### config.mk
export PLATFORM = sky130hd
export DESIGN_NAME = branch_pc_unit
export DESIGN_NICKNAME = d
export VERILOG_FILES = /design/src/rtl/bpu_pkg.sv /design/src/rtl/bpu_cond_eval.sv /design/src/rtl/bpu_scratch.sv /design/src/rtl/bpu_pc_seq.sv /design/src/rtl/branch_pc_unit.sv
export SDC_FILE = /design/constraint.sdc
export NUM_CORES = 1
export LEC_CHECK = 0
export ABC_AREA = 1
export BUFFER_PORTS_ARGS = -buffer_cell sky130_fd_sc_hd__buf_2
export CORE_MARGIN = 2
export CORE_UTILIZATION = 40
export DETAILED_ROUTE_END_ITERATION = 12
export GPL_TIMING_DRIVEN = 0
export PLACE_DENSITY = 0.64
export SETUP_SLACK_MARGIN = 0.02
export SLEW_MARGIN = 20
export SYNTH_ARGS = -nofsm -noshare
export SYNTH_HDL_FRONTEND = slang
export SYNTH_SLANG_ARGS = --single-unit
### constraint.sdc
create_clock -name clk -period 4.2 [get_ports clk]
set_input_delay 0.63 -clock clk [delete_from_list [all_inputs] [get_ports clk]]
set_output_delay 0.63 -clock clk [all_outputs]
set_load 0.02 [all_outputs]
### src/rtl/bpu_pkg.sv
package bpu_pkg;

    typedef enum logic [2:0] {
        BR_ALWAYS   = 3'd0,
        BR_X_ZERO   = 3'd1,
        BR_X_LOOP   = 3'd2,
        BR_Y_ZERO   = 3'd3,
        BR_Y_LOOP   = 3'd4,
        BR_X_NE_Y   = 3'd5,
        BR_PIN_HIGH = 3'd6,
        BR_OSR_DATA = 3'd7
    } br_cond_e;

    typedef enum logic [1:0] {
        ACT_HOLD  = 2'd0,
        ACT_WRITE = 2'd1,
        ACT_JUMP  = 2'd2,
        ACT_STEP  = 2'd3
    } pc_act_e;

endpackage

### src/rtl/bpu_cond_eval.sv
module bpu_cond_eval
    import bpu_pkg::*;
#(
    parameter int DATA_W = 32,
    parameter int PIN_W  = 8,
    localparam int SEL_W = $clog2(PIN_W)
) (
    input  br_cond_e              cond,
    input  logic [DATA_W-1:0]     x_val,
    input  logic [DATA_W-1:0]     y_val,
    input  logic [PIN_W-1:0]      pins,
    input  logic [SEL_W-1:0]      pin_sel,
    input  logic                  osr_empty,
    output logic                  hit,
    output logic                  dec_x,
    output logic                  dec_y
);

    logic x_is_zero;
    logic y_is_zero;

    assign x_is_zero = (x_val == '0);
    assign y_is_zero = (y_val == '0);

    always_comb begin
        hit   = 1'b0;
        dec_x = 1'b0;
        dec_y = 1'b0;
        unique case (cond)
            BR_ALWAYS:   hit = 1'b1;
            BR_X_ZERO:   hit = x_is_zero;
            BR_X_LOOP: begin
                hit   = !x_is_zero;
                dec_x = 1'b1;
            end
            BR_Y_ZERO:   hit = y_is_zero;
            BR_Y_LOOP: begin
                hit   = !y_is_zero;
                dec_y = 1'b1;
            end
            BR_X_NE_Y:   hit = (x_val != y_val);
            BR_PIN_HIGH: hit = pins[pin_sel];
            BR_OSR_DATA: hit = !osr_empty;
        endcase
    end

    // a loop code never decrements both registers
    always_comb begin
        assert_single_dec_R4: assert (!(dec_x && dec_y));
    end

endmodule

### src/rtl/bpu_scratch.sv
module bpu_scratch #(
    parameter int DATA_W = 32,
    localparam int NREG  = 2
) (
    input  logic              clk,
    input  logic              rst_n,
    input  logic              stall,
    input  logic              x_ld,
    input  logic [DATA_W-1:0] x_ld_data,
    input  logic              y_ld,
    input  logic [DATA_W-1:0] y_ld_data,
    input  logic              dec_x,
    input  logic              dec_y,
    output logic [DATA_W-1:0] x_val,
    output logic [DATA_W-1:0] y_val
);

    localparam logic [DATA_W-1:0] ONE = DATA_W'(1);

    logic [NREG-1:0]             ld_v;
    logic [NREG-1:0]             dec_v;
    logic [NREG-1:0][DATA_W-1:0] ld_d;
    logic [NREG-1:0][DATA_W-1:0] regs;

    assign ld_v  = {y_ld, x_ld};
    assign dec_v = {dec_y, dec_x};
    assign ld_d  = {y_ld_data, x_ld_data};

    for (genvar g = 0; g < NREG; g++) begin : g_reg
        always_ff @(posedge clk or negedge rst_n) begin
            if (!rst_n) begin
                regs[g] <= '0;
            end else if (!stall) begin
                if (ld_v[g]) begin
                    regs[g] <= ld_d[g];
                end else if (dec_v[g]) begin
                    regs[g] <= regs[g] - ONE;
                end
            end
        end

        // stalled cycle leaves the register untouched
        assert_scratch_hold_R9: assert property (@(posedge clk) disable iff (!rst_n)
            stall |=> $stable(regs[g]));

        // unloaded loop decrement lowers the register by one
        assert_loop_dec_R4: assert property (@(posedge clk) disable iff (!rst_n)
            (!stall && dec_v[g] && !ld_v[g]) |=> (regs[g] == $past(regs[g]) - ONE));

        // a load wins over a decrement
        assert_load_wins_R11: assert property (@(posedge clk) disable iff (!rst_n)
            (!stall && ld_v[g]) |=> (regs[g] == $past(ld_d[g])));
    end

    assign x_val = regs[0];
    assign y_val = regs[1];

endmodule

### src/rtl/bpu_pc_seq.sv
module bpu_pc_seq
    import bpu_pkg::*;
#(
    parameter int ADDR_W = 5
) (
    input  logic              clk,
    input  logic              rst_n,
    input  logic              stall,
    input  logic              wr_en,
    input  logic [ADDR_W-1:0] wr_addr,
    input  logic              jump_en,
    input  logic [ADDR_W-1:0] jump_addr,
    output logic [ADDR_W-1:0] pc
);

    localparam logic [ADDR_W-1:0] PC_ONE = ADDR_W'(1);

    pc_act_e           act;
    logic [ADDR_W-1:0] pc_nxt;

    always_comb begin
        if (stall)        act = ACT_HOLD;
        else if (wr_en)   act = ACT_WRITE;
        else if (jump_en) act = ACT_JUMP;
        else              act = ACT_STEP;
    end

    always_comb begin
        unique case (act)
            ACT_HOLD:  pc_nxt = pc;
            ACT_WRITE: pc_nxt = wr_addr;
            ACT_JUMP:  pc_nxt = jump_addr;
            ACT_STEP:  pc_nxt = pc + PC_ONE;
        endcase
    end

    always_ff @(posedge clk or negedge rst_n) begin
        if (!rst_n) pc <= '0;
        else        pc <= pc_nxt;
    end

    assert_pc_hold_R9: assert property (@(posedge clk) disable iff (!rst_n)
        stall |=> $stable(pc));

    assert_pc_write_R10: assert property (@(posedge clk) disable iff (!rst_n)
        (!stall && wr_en) |=> (pc == $past(wr_addr)));

    assert_pc_jump_R2: assert property (@(posedge clk) disable iff (!rst_n)
        (!stall && !wr_en && jump_en) |=> (pc == $past(jump_addr)));

    assert_pc_step_R8: assert property (@(posedge clk) disable iff (!rst_n)
        (!stall && !wr_en && !jump_en) |=> (pc == $past(pc) + PC_ONE));

endmodule

### src/rtl/branch_pc_unit.sv
module branch_pc_unit
    import bpu_pkg::*;
#(
    parameter int ADDR_W = 5,
    parameter int DATA_W = 32,
    parameter int PIN_W  = 8,
    localparam int SEL_W = $clog2(PIN_W)
) (
    input  logic              clk,
    input  logic              rst_n,
    input  logic              stall_i,
    input  logic              jmp_valid_i,
    input  logic [2:0]        jmp_cond_i,
    input  logic [ADDR_W-1:0] jmp_target_i,
    input  logic [PIN_W-1:0]  pin_i,
    input  logic [SEL_W-1:0]  pin_sel_i,
    input  logic              osr_empty_i,
    input  logic              pc_wr_i,
    input  logic [ADDR_W-1:0] pc_wr_data_i,
    input  logic              x_ld_i,
    input  logic [DATA_W-1:0] x_ld_data_i,
    input  logic              y_ld_i,
    input  logic [DATA_W-1:0] y_ld_data_i,
    output logic [ADDR_W-1:0] pc_o,
    output logic [DATA_W-1:0] x_o,
    output logic [DATA_W-1:0] y_o,
    output logic              taken_o
);

    logic hit;
    logic dec_x_raw;
    logic dec_y_raw;
    logic dec_x;
    logic dec_y;
    logic jump_en;

    bpu_cond_eval #(.DATA_W(DATA_W), .PIN_W(PIN_W)) u_cond (
        .cond      (br_cond_e'(jmp_cond_i)),
        .x_val     (x_o),
        .y_val     (y_o),
        .pins      (pin_i),
        .pin_sel   (pin_sel_i),
        .osr_empty (osr_empty_i),
        .hit       (hit),
        .dec_x     (dec_x_raw),
        .dec_y     (dec_y_raw)
    );

    assign jump_en = jmp_valid_i && hit;
    assign dec_x   = jmp_valid_i && dec_x_raw;
    assign dec_y   = jmp_valid_i && dec_y_raw;
    assign taken_o = jump_en && !stall_i;

    bpu_scratch #(.DATA_W(DATA_W)) u_scratch (
        .clk       (clk),
        .rst_n     (rst_n),
        .stall     (stall_i),
        .x_ld      (x_ld_i),
        .x_ld_data (x_ld_data_i),
        .y_ld      (y_ld_i),
        .y_ld_data (y_ld_data_i),
        .dec_x     (dec_x),
        .dec_y     (dec_y),
        .x_val     (x_o),
        .y_val     (y_o)
    );

    bpu_pc_seq #(.ADDR_W(ADDR_W)) u_pc (
        .clk       (clk),
        .rst_n     (rst_n),
        .stall     (stall_i),
        .wr_en     (pc_wr_i),
        .wr_addr   (pc_wr_data_i),
        .jump_en   (jump_en),
        .jump_addr (jmp_target_i),
        .pc        (pc_o)
    );

    // an always-jump request is taken whenever the unit is not stalled
    assert_always_taken_R2: assert property (@(posedge clk) disable iff (!rst_n)
        (jmp_valid_i && jmp_cond_i == 3'd0 && !stall_i) |-> taken_o);

    // nothing is taken during a stall
    assert_no_take_stall_R9: assert property (@(posedge clk) disable iff (!rst_n)
        stall_i |-> !taken_o);

endmodule

==> out/qor.yml <==
synthesis:
  ys_ff_latch: 69
  yosysSeqAreaShare_pct: 32.18
  ys_types: 36
  syn_area_mm2: 0.005366
  postSynthCellCount: 800
  synth_warnings: 0
  synth.net_count: 899
  synth.avg_cell_area_um2: 6.708
setup_path:
  rr_worst_depth: 12
  worstSetupPathType: "reg2out"
  critPathMaxFanout: 7
  timing.rr.end: "u_scratch.y_val[30]"
  cp_common_cell: "nand2_2"
  crit_slowest_cell: "dfrtp_1"
  worst-r2r-setup-slack_ps: 1980
  crit_required_ps: 3570
  crit_arrival_ps: 2440
  max_stage_delay_ps: 400
  crit_path_cell_trace: "inv_1 > ha_1 > nand2_2 > nor2_4 > nand2_2 > nor2_2 > nand4_1 > nand2_1 > nand2_1 > nand2_2 > nand2_4 > a21oi_1 > buf_2"
  endpoint_kind: "output port"
  worst_setup_path_start_kind: "flop"
  reg2reg_from: "u_scratch.y_val[0]"
timing:
  hold_slack_ps: 188.6
  fin_tns_setup_ps: 0
  slew_headroom_pct: 57.67
  hold_violations: 0
  timing.final.crit_share_pct: 73.15
  max_freq_mhz: 325.5
  drv_slew: 0
  setup_violations: 0
  worst_pin_slew_ps: 635.0
  fin_skew_ps: 6.172
  period_needed_ps: 3072
  rsz0062_at_grt: "false"
detailed_routing:
  antenna_left: 0
  wire_per_inst_um: 15.76
  wl_mm: 18.23
  met2_length_mm: 8.102
  drc: 0
  drtPass1Iterations: 5
  wl_met3_mm: 1.516
  vias: 6014
  viasPerCell: 5.198
  met1_length_mm: 8.170
  topRoutingLayerUsed: "met4"
  drt_iter0_drc: 311
cells_and_area:
  final_common_cell: "buf_2"
  antenna_cells: 0
  fin_util_pct: 50.87
  drive_gt1_share_pct: 24.16
  final_area_mm2: 0.006710
  final_cell_mix: "buf_2 (168), nand2_1 (163), nor2_1 (117), o21ai_0 (92), inv_1 (78)"
  syn_to_final_growth_pct: 25.04
  final_nets: 1075
power_and_ir_drop:
  netSwitchingPower_mw: 1.137
  vdd_drop_max_mv: 0.2041
  sequentialPowerShare_pct: 36.8
  power_density_mw_per_mm2: 405.8
  power_frac_clock_pct: 26.5
  switching_share_pct: 41.76
  p_leak_nw: 3.235
  p_comb_share_pct: 36.7
  intPower_mw: 1.586
outcome:
  status: "finished, final reports clean"
hold_path:
  hp-class: "in2async"
clock_tree:
  clk_pin_slew_ps: 60
  cts_repair_resize_count: 0
  cts_sinks: 69
  hold_buffers: 0
  cts-htree-levels: 3
  cts_max_path_buffers: 2
  cts_root_buf: "clkbuf_16"
  cts_tree: "yes"
  cts_setup_buffers: 0
  worstSkewPairLatency_ps: 350
  numCtsBuffers: 9
global_route:
  grt_max_degree: 46
  grt_remaining_overflow: 0
  antenna_found_initial: 0
  grt_pass1_vias: 5733
  grt_pass1_wl_mm: 29.06
  track_usage_pct: 25.97
placed_design:
  dpl.hpwl_mm: 14.06
  gp_congestion: 0.9565
  postPlaceCellArea_mm2: 0.006437
  port_buffers: 164
floorplanning:
  dieArea_mm2: 0.01436
  pin_count: 166
  die_h_um: 119.8
  start_util_pct: 40.68
  num_rows: 42
  fp.coreArea_mm2: 0.01319
  die_x_um: 119.8
run:
  cap_violations: 0
## how the worst max path moves through the flow
stage                                  start  endpoint  slack [ps]
after floorplan           u_scratch.y_val[0]   taken_o        1640
after global placement    u_scratch.y_val[0]   taken_o        1510
after detailed placement  u_scratch.y_val[0]   taken_o        1500
after CTS                 u_scratch.y_val[0]   taken_o        1120
after global routing      u_scratch.x_val[0]   taken_o         960
final                     u_scratch.y_val[0]   taken_o        1130
## Yosys cell counts
master	instances	area, µm²
nand2_1	163	611.8
nor2_1	117	439.2
o21ai_0	92	460.4
inv_1	78	292.8
dfrtp_1	69	1727
nand3_1	38	190.2
a21oi_1	27	135.1
xor2_1	27	236.5
o22ai_1	26	162.7
xnor2_1	26	227.7
clkbuf_1	23	86.33
nor2_2	13	81.33
nand4_1	12	75.07
o21ai_1	11	55.05
inv_2	10	37.54
nor3_1	9	45.04
o211ai_1	9	67.56
nand2_2	8	50.05
nor2_4	8	90.09
buf_2	5	25.02
nand2_4	5	56.30
or2_2	4	25.02
ha_1	3	37.54
nand3_2	3	30.03
nor3_2	2	20.02
o221ai_1	2	17.52
a211oi_1	1	7.510
a2bb2oi_1	1	8.760
a31oi_1	1	6.260
and3_1	1	6.260
clkinv_1	1	3.750
nand3_4	1	17.52
nand4_2	1	12.51
nor4_1	1	6.260
o21a_1	1	7.510
o31ai_1	1	7.510
## power groups by stage
stage	clock [mW]	combinational [mW]	sequential, mW
finish	0.721	1.00	1.00
detailed placement	0	0.998	1.01
global placement	0	0.987	1.01
floorplan	0	0.548	1.09
CTS	0.741	1.00	1.00
global route	0.763	1.12	1.02
## worst max-delay path, delay by kind of cell, from the launching register on
kind / cells / cell delay (ps)
fa+ha+maj: 1 / 270
compound gates: 1 / 120
simple gates: 9 / 970
buf+inv: 2 / 310
flops: 1 / 400
## kinds of logic after synthesis
kind of cell / share of synthesized area (%)
flops: 32.18
xor+xnor: 8.650
simple gates: 32.74
buf+inv: 8.300
compound gates: 17.44
fa+ha+maj: 0.6995
## area by class of cell
class	instances	area, µm²
flip-flops and latches	69	1727
clock inverters	1	5.005
fillers	1394	6480
repair buffers	165	850.8
well taps	176	220.2
clock buffers	15	267.8
plain buffers	28	111.4
multi-input cells	614	3194
inverters	89	334.1
## metal layers
layer	global-route usage (%)	vias up
met5	0	-
met2	41.57	241
met4	9.706	0
met3	5.608	29
li1	-	2977
met1	34.49	2767
## registers in the layout, summed over array words and instances (netlist names)
signal and count:
u_scratch.y_val 32, u_pc.pc 5, u_scratch.x_val 32
## metrics by stage
step | instances | setup slack (ps) | total power [mW]
3_3_place_gp | 1140 | 1505 | 1.996
3_5_place_dp | 1141 | 1500 | 2.009
5_1_grt | 1157 | 956.8 | 2.907
6_report | 1157 | 1128 | 2.723
4_1_cts | 1157 | 1115 | 2.744
2_1_floorplan | 800 | 1641 | 1.638
(Power assumes the default switching activity.)
